$ cat src/rtl/gpw_pkg.sv
package gpw_pkg;
  localparam int unsigned ADDR_W = 8;
  localparam int unsigned DATA_W = 8;
  localparam int unsigned MODE_W = 2;

  localparam int ADR_CFG         = 'h04;
  localparam int ADR_MODE_BASE   = 'h08;
  localparam int ADR_SINGLE_BASE = 'h20;
  localparam int ADR_WIN_BASE    = 'h40;

  localparam logic [MODE_W-1:0] MD_RSVD  = 2'b00;
  localparam logic [MODE_W-1:0] MD_OUT   = 2'b01;
  localparam logic [MODE_W-1:0] MD_IN    = 2'b10;
  localparam logic [MODE_W-1:0] MD_IN_PU = 2'b11;

  typedef enum logic [2:0] {
    ACC_NONE,
    ACC_CFG,
    ACC_MODE,
    ACC_SINGLE,
    ACC_WINDOW
  } acc_kind_e;

  typedef struct packed {
    acc_kind_e  kind;
    logic [5:0] idx;
  } acc_t;
endpackage

$ cat src/rtl/gpw_decode.sv
module gpw_decode
  import gpw_pkg::*;
#(
  parameter int NPORT      = 32,
  parameter int FIRST_PORT = 4
) (
  input  logic [ADDR_W-1:0] addr,
  output acc_t              acc
);
  localparam int PER_REG  = DATA_W / MODE_W;
  localparam int MODE_LO  = ADR_MODE_BASE + FIRST_PORT / PER_REG;
  localparam int MODE_HI  = ADR_MODE_BASE + NPORT / PER_REG - 1;

  always_comb begin
    int a;
    logic [7:0] d;
    a   = int'(addr);
    d   = '0;
    acc = '{kind: ACC_NONE, idx: '0};
    if (a == ADR_CFG) begin
      acc.kind = ACC_CFG;
    end else if (a >= MODE_LO && a <= MODE_HI) begin
      d        = 8'(a - ADR_MODE_BASE);
      acc.kind = ACC_MODE;
      acc.idx  = d[5:0];
    end else if (a >= ADR_SINGLE_BASE && a < ADR_SINGLE_BASE + NPORT) begin
      d        = 8'(a - ADR_SINGLE_BASE);
      acc.kind = ACC_SINGLE;
      acc.idx  = d[5:0];
    end else if (a >= ADR_WIN_BASE && a < ADR_WIN_BASE + NPORT) begin
      d        = 8'(a - ADR_WIN_BASE);
      acc.kind = ACC_WINDOW;
      acc.idx  = d[5:0];
    end
  end
endmodule

$ cat src/rtl/gpw_mode_bank.sv
module gpw_mode_bank
  import gpw_pkg::*;
#(
  parameter int NPORT = 32
) (
  input  logic                    clk,
  input  logic                    rst,
  input  logic                    wr_en,
  input  acc_t                    acc,
  input  logic [DATA_W-1:0]       wdata,
  output logic [MODE_W*NPORT-1:0] mode_flat,
  output logic                    run
);
  localparam int MW = MODE_W * NPORT;

  logic [MW-1:0] field_mask;
  logic [MW-1:0] field_val;
  logic [8:0]    shamt;

  always_comb begin
    shamt      = {acc.idx, 3'b000};
    field_mask = {{(MW-DATA_W){1'b0}}, {DATA_W{1'b1}}} << shamt;
    field_val  = {{(MW-DATA_W){1'b0}}, wdata} << shamt;
  end

  always_ff @(posedge clk) begin
    if (rst) begin
      mode_flat <= {NPORT{MD_IN}};
      run       <= 1'b0;
    end else if (wr_en) begin
      if (acc.kind == ACC_MODE)
        mode_flat <= (mode_flat & ~field_mask) | (field_val & field_mask);
      if (acc.kind == ACC_CFG)
        run <= wdata[0];
    end
  end

  AST_MODE_HOLD: assert property (@(posedge clk) disable iff (rst)
    !(wr_en && acc.kind == ACC_MODE) |=> $stable(mode_flat));
endmodule

$ cat src/rtl/gpw_latch_bank.sv
module gpw_latch_bank
  import gpw_pkg::*;
#(
  parameter int NPORT      = 32,
  parameter int FIRST_PORT = 4
) (
  input  logic              clk,
  input  logic              rst,
  input  logic              wr_en,
  input  acc_t              acc,
  input  logic [DATA_W-1:0] wdata,
  output logic [NPORT-1:0]  latch
);
  localparam int                EW    = NPORT + DATA_W;
  localparam logic [NPORT-1:0]  EXIST = {NPORT{1'b1}} << FIRST_PORT;

  logic [EW-1:0]    win_mask_ext;
  logic [EW-1:0]    win_val_ext;
  logic [NPORT-1:0] wmask;
  logic [NPORT-1:0] wval;

  always_comb begin
    win_mask_ext = {{NPORT{1'b0}}, {DATA_W{1'b1}}} << acc.idx;
    win_val_ext  = {{NPORT{1'b0}}, wdata} << acc.idx;
    wmask        = '0;
    wval         = '0;
    if (acc.kind == ACC_SINGLE) begin
      wmask = {{(NPORT-1){1'b0}}, 1'b1} << acc.idx;
      wval  = {NPORT{wdata[0]}};
    end else if (acc.kind == ACC_WINDOW) begin
      wmask = win_mask_ext[NPORT-1:0];
      wval  = win_val_ext[NPORT-1:0];
    end
    wmask = wmask & EXIST;
  end

  always_ff @(posedge clk) begin
    if (rst)
      latch <= '0;
    else if (wr_en)
      latch <= (latch & ~wmask) | (wval & wmask);
  end

  AST_LATCH_HOLD: assert property (@(posedge clk) disable iff (rst)
    !(wr_en && (acc.kind == ACC_SINGLE || acc.kind == ACC_WINDOW)) |=> $stable(latch));
  AST_VIRT_LATCH_ZERO: assert property (@(posedge clk) disable iff (rst)
    latch[FIRST_PORT-1:0] == '0);
endmodule

$ cat src/rtl/gpio_window_bank.sv
module gpio_window_bank
  import gpw_pkg::*;
#(
  parameter int NPORT      = 32,
  parameter int FIRST_PORT = 4
) (
  input  logic              clk,
  input  logic              rst,
  input  logic              wr_en,
  input  logic              rd_en,
  input  logic [7:0]        addr,
  input  logic [7:0]        wdata,
  input  logic [NPORT-1:0]  pin_in,
  output logic [7:0]        rdata,
  output logic              rvalid,
  output logic [NPORT-1:0]  port_oe,
  output logic [NPORT-1:0]  port_out,
  output logic [NPORT-1:0]  port_pu
);
  localparam int               EW    = NPORT + DATA_W;
  localparam int               MW    = MODE_W * NPORT;
  localparam logic [NPORT-1:0] EXIST = {NPORT{1'b1}} << FIRST_PORT;

  acc_t             acc;
  logic [MW-1:0]    mode_flat;
  logic             run;
  logic [NPORT-1:0] latch;
  logic [NPORT-1:0] eff_oe;
  logic [NPORT-1:0] eff_pu;
  logic [NPORT-1:0] level;
  logic [EW-1:0]    lev_shift;
  logic [MW-1:0]    mode_shift;
  logic [7:0]       rd_next;

  gpw_decode #(.NPORT(NPORT), .FIRST_PORT(FIRST_PORT)) dec_i (
    .addr (addr),
    .acc  (acc)
  );

  gpw_mode_bank #(.NPORT(NPORT)) mode_i (
    .clk       (clk),
    .rst       (rst),
    .wr_en     (wr_en),
    .acc       (acc),
    .wdata     (wdata),
    .mode_flat (mode_flat),
    .run       (run)
  );

  gpw_latch_bank #(.NPORT(NPORT), .FIRST_PORT(FIRST_PORT)) latch_i (
    .clk   (clk),
    .rst   (rst),
    .wr_en (wr_en),
    .acc   (acc),
    .wdata (wdata),
    .latch (latch)
  );

  for (genvar p = 0; p < NPORT; p++) begin : g_port
    logic [MODE_W-1:0] md;
    assign md        = mode_flat[MODE_W*p +: MODE_W];
    assign eff_oe[p] = EXIST[p] && run && (md == MD_OUT);
    assign eff_pu[p] = EXIST[p] && run && (md == MD_IN_PU);
    assign level[p]  = EXIST[p] && (eff_oe[p] ? latch[p] : pin_in[p]);
  end

  always_comb begin
    lev_shift  = {{DATA_W{1'b0}}, level} >> acc.idx;
    mode_shift = mode_flat >> {acc.idx, 3'b000};
    unique case (acc.kind)
      ACC_CFG:    rd_next = {7'b0, run};
      ACC_MODE:   rd_next = mode_shift[7:0];
      ACC_SINGLE: rd_next = {7'b0, lev_shift[0]};
      ACC_WINDOW: rd_next = lev_shift[7:0];
      default:    rd_next = '0;
    endcase
  end

  always_ff @(posedge clk) begin
    if (rst) begin
      rdata    <= '0;
      rvalid   <= 1'b0;
      port_oe  <= '0;
      port_out <= '0;
      port_pu  <= '0;
    end else begin
      rvalid   <= rd_en;
      rdata    <= rd_en ? rd_next : '0;
      port_oe  <= eff_oe;
      port_out <= latch;
      port_pu  <= eff_pu;
    end
  end

  AST_SHDN_FORCES_IN: assert property (@(posedge clk) disable iff (rst)
    !run |=> (port_oe == '0 && port_pu == '0));
  AST_RD_LATENCY: assert property (@(posedge clk) disable iff (rst)
    rd_en |=> rvalid);
  AST_OE_PU_EXCL: assert property (@(posedge clk) disable iff (rst)
    (port_oe & port_pu) == '0);
  AST_VIRT_PINS_IDLE: assert property (@(posedge clk) disable iff (rst)
    port_oe[FIRST_PORT-1:0] == '0 && port_pu[FIRST_PORT-1:0] == '0);
endmodule

$ cat config.mk
export PLATFORM = sky130hd
export DESIGN_NAME = gpio_window_bank
export DESIGN_NICKNAME = d
export VERILOG_FILES = /design/src/rtl/gpw_pkg.sv /design/src/rtl/gpw_decode.sv /design/src/rtl/gpw_mode_bank.sv /design/src/rtl/gpw_latch_bank.sv /design/src/rtl/gpio_window_bank.sv
export SDC_FILE = /design/constraint.sdc
export NUM_CORES = 1
export LEC_CHECK = 0
export BUFFER_PORTS_ARGS = -buffer_cell sky130_fd_sc_hd__clkbuf_2
export CAP_MARGIN = 20
export CELL_PAD_IN_SITES_DETAIL_PLACEMENT = 0
export CELL_PAD_IN_SITES_GLOBAL_PLACEMENT = 2
export CORE_MARGIN = 2
export CORE_UTILIZATION = 36
export CTS_BUF_LIST = sky130_fd_sc_hd__clkbuf_16
export DETAILED_ROUTE_END_ITERATION = 8
export PLACE_DENSITY = 0.85
export SKIP_LAST_GASP = 1
export SLEW_MARGIN = 15
export SYNTH_ARGS = -nofsm -noshare
export SYNTH_HDL_FRONTEND = slang
export SYNTH_SLANG_ARGS = --single-unit
export TNS_END_PERCENT = 30
$ cat constraint.sdc
create_clock -name clk -period 7.5 [get_ports clk]
set_input_delay 1.125 -clock clk [delete_from_list [all_inputs] [get_ports clk]]
set_output_delay 1.125 -clock clk [all_outputs]
set_load 0.02 [all_outputs]
==> results of run 1 <==
[routing by layer]
layer	share of wire, %	global-route usage, %	up-vias
met1	43	39.6	5097
met5	0	0	-
met3	6.8	3.82	89
met2	45	47.1	524
li1	-	-	4785
met4	5.3	15.5	0
[placed cells by master (no fill, tap or decap), types with 12 or more instances in the layout]
| cell type | netlist | layout |
|---|---|---|
| nor3_1 | 34 | 34 |
| buf_4 | 18 | 20 |
| nand2_1 | 174 | 174 |
| a211oi_1 | 20 | 20 |
| nor2_1 | 111 | 111 |
| nand3_1 | 65 | 65 |
| clkbuf_2 | 0 | 139 |
| conb_1 | 1 | 12 |
| dfxtp_1 | 186 | 186 |
| o21ai_0 | 54 | 54 |
| a21oi_1 | 79 | 79 |
| nor2b_1 | 42 | 41 |
| mux2i_1 | 85 | 85 |
| o211ai_1 | 17 | 17 |
| nand3b_1 | 39 | 39 |
| and3_1 | 35 | 35 |
| inv_1 | 14 | 14 |
| a211o_1 | 17 | 17 |
| clkbuf_16 | 0 | 17 |
[area by class of cell]
type | count | share of cell area, %
Inverter | 17 | 0.539
Tap cell | 384 | 4.06
Clock buffer | 17 | 3.59
Timing Repair Buffer | 159 | 7.15
Multi-Input combinational cell | 984 | 51.4
Sequential cell | 186 | 31.5
Clock inverter | 15 | 1.74
Antenna cell | 1 | 0.0211
[power by group]
group          switching (mW)  internal, mW  leakage, nW  total (mW)
Sequential            0.00396         0.991         1.50       0.995
Combinational           0.234        0.0826         2.91       0.317
Clock                   0.452         0.511        0.300       0.963
Total                   0.690          1.58         4.71        2.27
[through the flow]
step	cell area, sq um	hold slack, ps	cells
2_1_floorplan	10400	416	1295
3_3_place_gp	11200	426	1730
3_5_place_dp	11200	434	1730
4_1_cts	11800	448	1762
5_1_grt	11800	458	1762
6_report	11800	451	1763
[how the worst max path moves through the flow]
stage	start	end	slack (ps)	cells past startpoint
2_1_floorplan	addr[3]	register	4280	9
3_3_place_gp	addr[5]	rdata[0]	2850	9
3_5_place_dp	addr[5]	rdata[0]	2810	9
4_1_cts	addr[5]	rdata[0]	3280	9
5_1_grt	addr[5]	rdata[0]	3100	9
6_report	addr[1]	rdata[0]	3200	10
[kinds of logic after synthesis]
group	after synthesis
buffers and inverters	125
multiplexers	93
XOR/XNOR	4
other	1
AND/OR/NAND/NOR	565
adder cells (fa/ha/maj)	4
flip-flops	186
AO/OA/AOI/OAI	306
==> impl_metrics.json, run 1 <==
{
  "status": "finished clean",
  "endpoint_kind": "register",
  "path_class": "input pin to register",
  "synth-edff-count": 0,
  "seqCellArea_sq_mm": 0.00372,
  "synth-adder-area-share_pct": 0.484,
  "grt_usage_pct": 29.7,
  "min_path_cells": 1,
  "gr-total-overflow": 0,
  "synth_top_family_by_area": "simple AND/OR/NAND/NOR gates",
  "grt_pass1_wl_um": 65800,
  "synth.avg_cell_area_sq_um": 8.06,
  "cts-hold-fix-buffers": 0,
  "synth_top_area_share_pct": 36.0,
  "crit_fanout": 25,
  "finalSetupTns_ps": 0,
  "route.detailed.wl_per_inst_um": 25.9,
  "yosys-top-cells-count": "dfxtp_1, nand2_1, nor2_1, mux2i_1, a21oi_1",
  "initial_core_util_pct": 36.3,
  "async_reset_ff_share_pct": 0,
  "rsz0062_at_grt": "false",
  "clock_skew_ps": 15.0,
  "cts-resized-gates": 0,
  "clk_path_buf_depth": 2,
  "nNetsFinal": 1421,
  "min_period_over_period_pct": 57.3,
  "worstSkewPairLatency_ps": 450,
  "path_clk_slew_ps": 80,
  "drv_cap": 0,
  "cts_buffers": 17,
  "synth_cell_types": 80,
  "io_buffers": 140,
  "leakagePower_nw": 4.71,
  "coreArea_sq_mm": 0.0285,
  "rrSetupSlack_ps": 4710,
  "synth_area_leader_cell": "dfxtp_1",
  "drtIter0Drc": 1118,
  "antenna_found_initial": 2,
  "synth-seq-area-share_pct": 36.0,
  "worst_slack_ps": 3200,
  "grt_pass1_vias": 9669,
  "relSlewSlack_pct": 21.0,
  "cts_tree": "built",
  "peakVddDrop_uv": 107,
  "finalPower_mw": 2.27,
  "max_stage_delay_ps": 650,
  "r2r-start": "mode_i.run",
  "hold_viol": 0,
  "via_per_inst": 5.95,
  "grt_max_degree": 78,
  "start_kind": "input pin",
  "drv_slew": 0,
  "worst_slew_pin_slew_ps": 1180,
  "dieArea_sq_mm": 0.0301,
  "hpwlAfterDp_um": 33800,
  "hold_class": "register to register",
  "floorplan.rows": 62,
  "synth-main-ff-cell": "dfxtp_1",
  "cp.required_ps": 7820,
  "synth_cells": 1284,
  "dr_total_vias": 10500,
  "drc": 0,
  "critPathTopFamily": "buffers and inverters",
  "worst-path-buf-inv": 4,
  "crit_chain": "clkbuf_2 > buf_4 > inv_1 > a2111oi_4 > buf_4 > mux2i_1 > mux2i_1 > and3_1 > or4_1 > o32ai_1",
  "synth_seq_cells": 186,
  "post-cts-setup-buffers": 0,
  "wl_um": 45700,
  "firstDrtPassIters": 6,
  "drive_above_1_share_pct": 17.2,
  "synth_area_leaders": "dfxtp_1, mux2i_1, nand2_1, nor2_1, a21oi_1",
  "synth_area_sq_mm": 0.0103,
  "die_h_um": 174,
  "syn_to_final_growth_pct": 14.4,
  "timing.fmax_mhz": 233,
  "fill_cells": 2973,
  "fp.dieW_um": 174,
  "ant_nets": 0,
  "utilization_pct": 41.6,
  "pre_cts_slack_ps": 2810,
  "htreeDepth": 4,
  "multiInputGateArea_sq_mm": 0.00609,
  "cts_sinks": 186,
  "cts_root_buffer": "clkbuf_16",
  "synth-xor-area-share_pct": 0.520,
  "reg2reg_depth": 8,
  "slowest_stage": "a2111oi_4",
  "yosysMostFrequentCell": "dfxtp_1",
  "rr_endpoint": "rdata[7]",
  "synthMuxAreaShare_pct": 9.09,
  "power_density_mw_per_mm2": 192,
  "io_pins": 157,
  "min_period_ps": 4300,
  "synth_compound_area_share_pct": 20.8,
  "yosys.area_share.simple_pct": 27.4,
  "worstPathArrival_ps": 4620,
  "finalSetupViolations": 0,
  "place_congestion": 1.02,
  "yosysWarnings": 0
}
No activity file was read; power rests on OpenSTA's default activity.
==> run 2: changes to the inputs <==
--- a/config.mk
+++ b/config.mk
@@ -10,10 +10,10 @@
 export CELL_PAD_IN_SITES_DETAIL_PLACEMENT = 0
 export CELL_PAD_IN_SITES_GLOBAL_PLACEMENT = 2
 export CORE_MARGIN = 2
-export CORE_UTILIZATION = 36
+export CORE_UTILIZATION = 34
 export CTS_BUF_LIST = sky130_fd_sc_hd__clkbuf_16
 export DETAILED_ROUTE_END_ITERATION = 8
-export PLACE_DENSITY = 0.85
+export PLACE_DENSITY = 0.81
 export SKIP_LAST_GASP = 1
 export SLEW_MARGIN = 15
 export SYNTH_ARGS = -nofsm -noshare
==> constraint.sdc (replaced) <==
create_clock -name clk -period 4.47 [get_ports clk]
set_input_delay 0.6705 -clock clk [delete_from_list [all_inputs] [get_ports clk]]
set_output_delay 0.6705 -clock clk [all_outputs]
set_load 0.02 [all_outputs]
==> run 2 against run 1 <==
Compared with the run above:
- highest routed layer is now met5
- first-iteration DRC count up 6.1%
- critical endpoint is now rdata[3]
- via count up 0.89%
- total power up 66%
==> impl_metrics.json, run 2 (same netlist as run 1, synthesis figures left out) <==
{
  "status": "finished clean",
  "io_buffers": 140,
  "nNetsFinal": 1452,
  "htreeDepth": 4,
  "grt_pass1_vias": 9785,
  "firstDrtPassIters": 6,
  "final_common_cell": "dfxtp_1",
  "dr_total_vias": 10600,
  "r2r-start": "mode_i.run",
  "hold_viol": 0,
  "min_path_cells": 1,
  "fp.dieW_um": 178,
  "cts_buffers": 17,
  "via_per_inst": 5.89,
  "place_congestion": 1.00,
  "hold_class": "register to register",
  "gr-total-overflow": 0,
  "min_period_ps": 3500,
  "crit_fanout": 18,
  "clk_path_buf_depth": 2,
  "clock_skew_ps": 21.6,
  "die_h_um": 178,
  "worstPathArrival_ps": 3790,
  "drtIter0Drc": 1186,
  "grt_pass1_wl_um": 66900,
  "cts_root_buffer": "clkbuf_16",
  "wl_um": 47100,
  "finalSetupViolations": 0,
  "post-cts-setup-buffers": 0,
  "peakVddDrop_uv": 262,
  "relSlewSlack_pct": 19.9,
  "grt_usage_pct": 29.6,
  "path_clk_slew_ps": 70,
  "finalPower_mw": 3.79,
  "cts-resized-gates": 0,
  "finalSetupTns_ps": 0,
  "min_period_over_period_pct": 78.3,
  "cts_sinks": 186,
  "power_density_mw_per_mm2": 313,
  "utilization_pct": 40.5,
  "start_kind": "input pin",
  "route.detailed.wl_per_inst_um": 26.2,
  "leakagePower_nw": 4.86,
  "worst_slew_pin_slew_ps": 1200,
  "ant_nets": 0,
  "syn_to_final_growth_pct": 16.7,
  "path_class": "input pin to register",
  "hpwlAfterDp_um": 35300,
  "drc": 0,
  "antenna_found_initial": 1,
  "worstSkewPairLatency_ps": 460,
  "drive_above_1_share_pct": 18.9,
  "dieArea_sq_mm": 0.0318,
  "cts_tree": "built",
  "layout_common_cells": "dfxtp_1, nand2_1, clkbuf_2",
  "floorplan.rows": 63,
  "coreArea_sq_mm": 0.0298,
  "timing.fmax_mhz": 286,
  "drv_slew": 0,
  "endpoint_kind": "register",
  "initial_core_util_pct": 34.7,
  "reg2reg_depth": 8,
  "grt_max_degree": 68,
  "io_pins": 157,
  "rrSetupSlack_ps": 1600,
  "rsz0062_at_grt": "false",
  "drv_cap": 0,
  "cts-hold-fix-buffers": 0,
  "rr_endpoint": "rdata[1]",
  "stdcell_area_sq_mm": 0.0121,
  "cp.required_ps": 4760,
  "hold_slack_ps": 448,
  "antenna_cells": 0,
  "dpl_cell_area_sq_mm": 0.0115
}
## run 2: cell types whose count changed in the layout (fill, tap and decap cells not counted), sizes merged
| cell | before | now |
|---|---|---|
| clkinv | 7 | 6 |
| inv | 21 | 19 |
| buf | 20 | 51 |
| clkinvlp | 2 | 4 |
| diode | 1 | 0 |
| bufinv | 2 | 3 |
## run 2: how the worst max path moves through the flow
stage	start	endpoint	slack [ps]
after floorplan	addr[3]	register	1710
after global placement	addr[4]	rdata[3]	650
after detailed placement	addr[4]	rdata[3]	680
after CTS	addr[4]	rdata[3]	1150
after global routing	addr[4]	rdata[3]	960
final	addr[4]	rdata[3]	970
## run 2: layout make-up
type	count	area (sq um)
inverter	17	63.8
fill	3183	17700
sequential	186	3720
clock buffer	17	425
multi-input combinational	984	6080
timing repair buffer	190	1120
tap	390	488
clock inverter	15	176
## run 2: report_power, final
part	total (mW)	switching [mW]	internal, mW
clock	1.56	0.685	0.879
sequential	1.67	0.00710	1.66
combinational	0.552	0.398	0.154
total	3.79	1.09	2.70
## run 2: through the flow
step / instances / setup slack (ps)
3_5_place_dp: 1766 / 680
4_1_cts: 1798 / 1150
3_3_place_gp: 1766 / 649
6_report: 1799 / 970
5_1_grt: 1799 / 958
2_1_floorplan: 1295 / 1710
## run 2: worst max-delay path: stages
cell	delay [ps]
clkbuf_2	300
clkinv_1	350
ha_1	310
xnor2_1	140
a31o_2	280
a21oi_2	480
buf_4	330
nor3_1	110
nor3_1	490
o211a_1	210
a31oi_1	100
## run 2: routing by layer
layer / wire length [um] / part of all wire [%] / track usage (%)
met1: 20000 / 43 / 38.5
met5: 13 / 0.028 / 0
met3: 3450 / 7.3 / 5.82
met2: 21500 / 46 / 47.1
met4: 2120 / 4.5 / 14.3
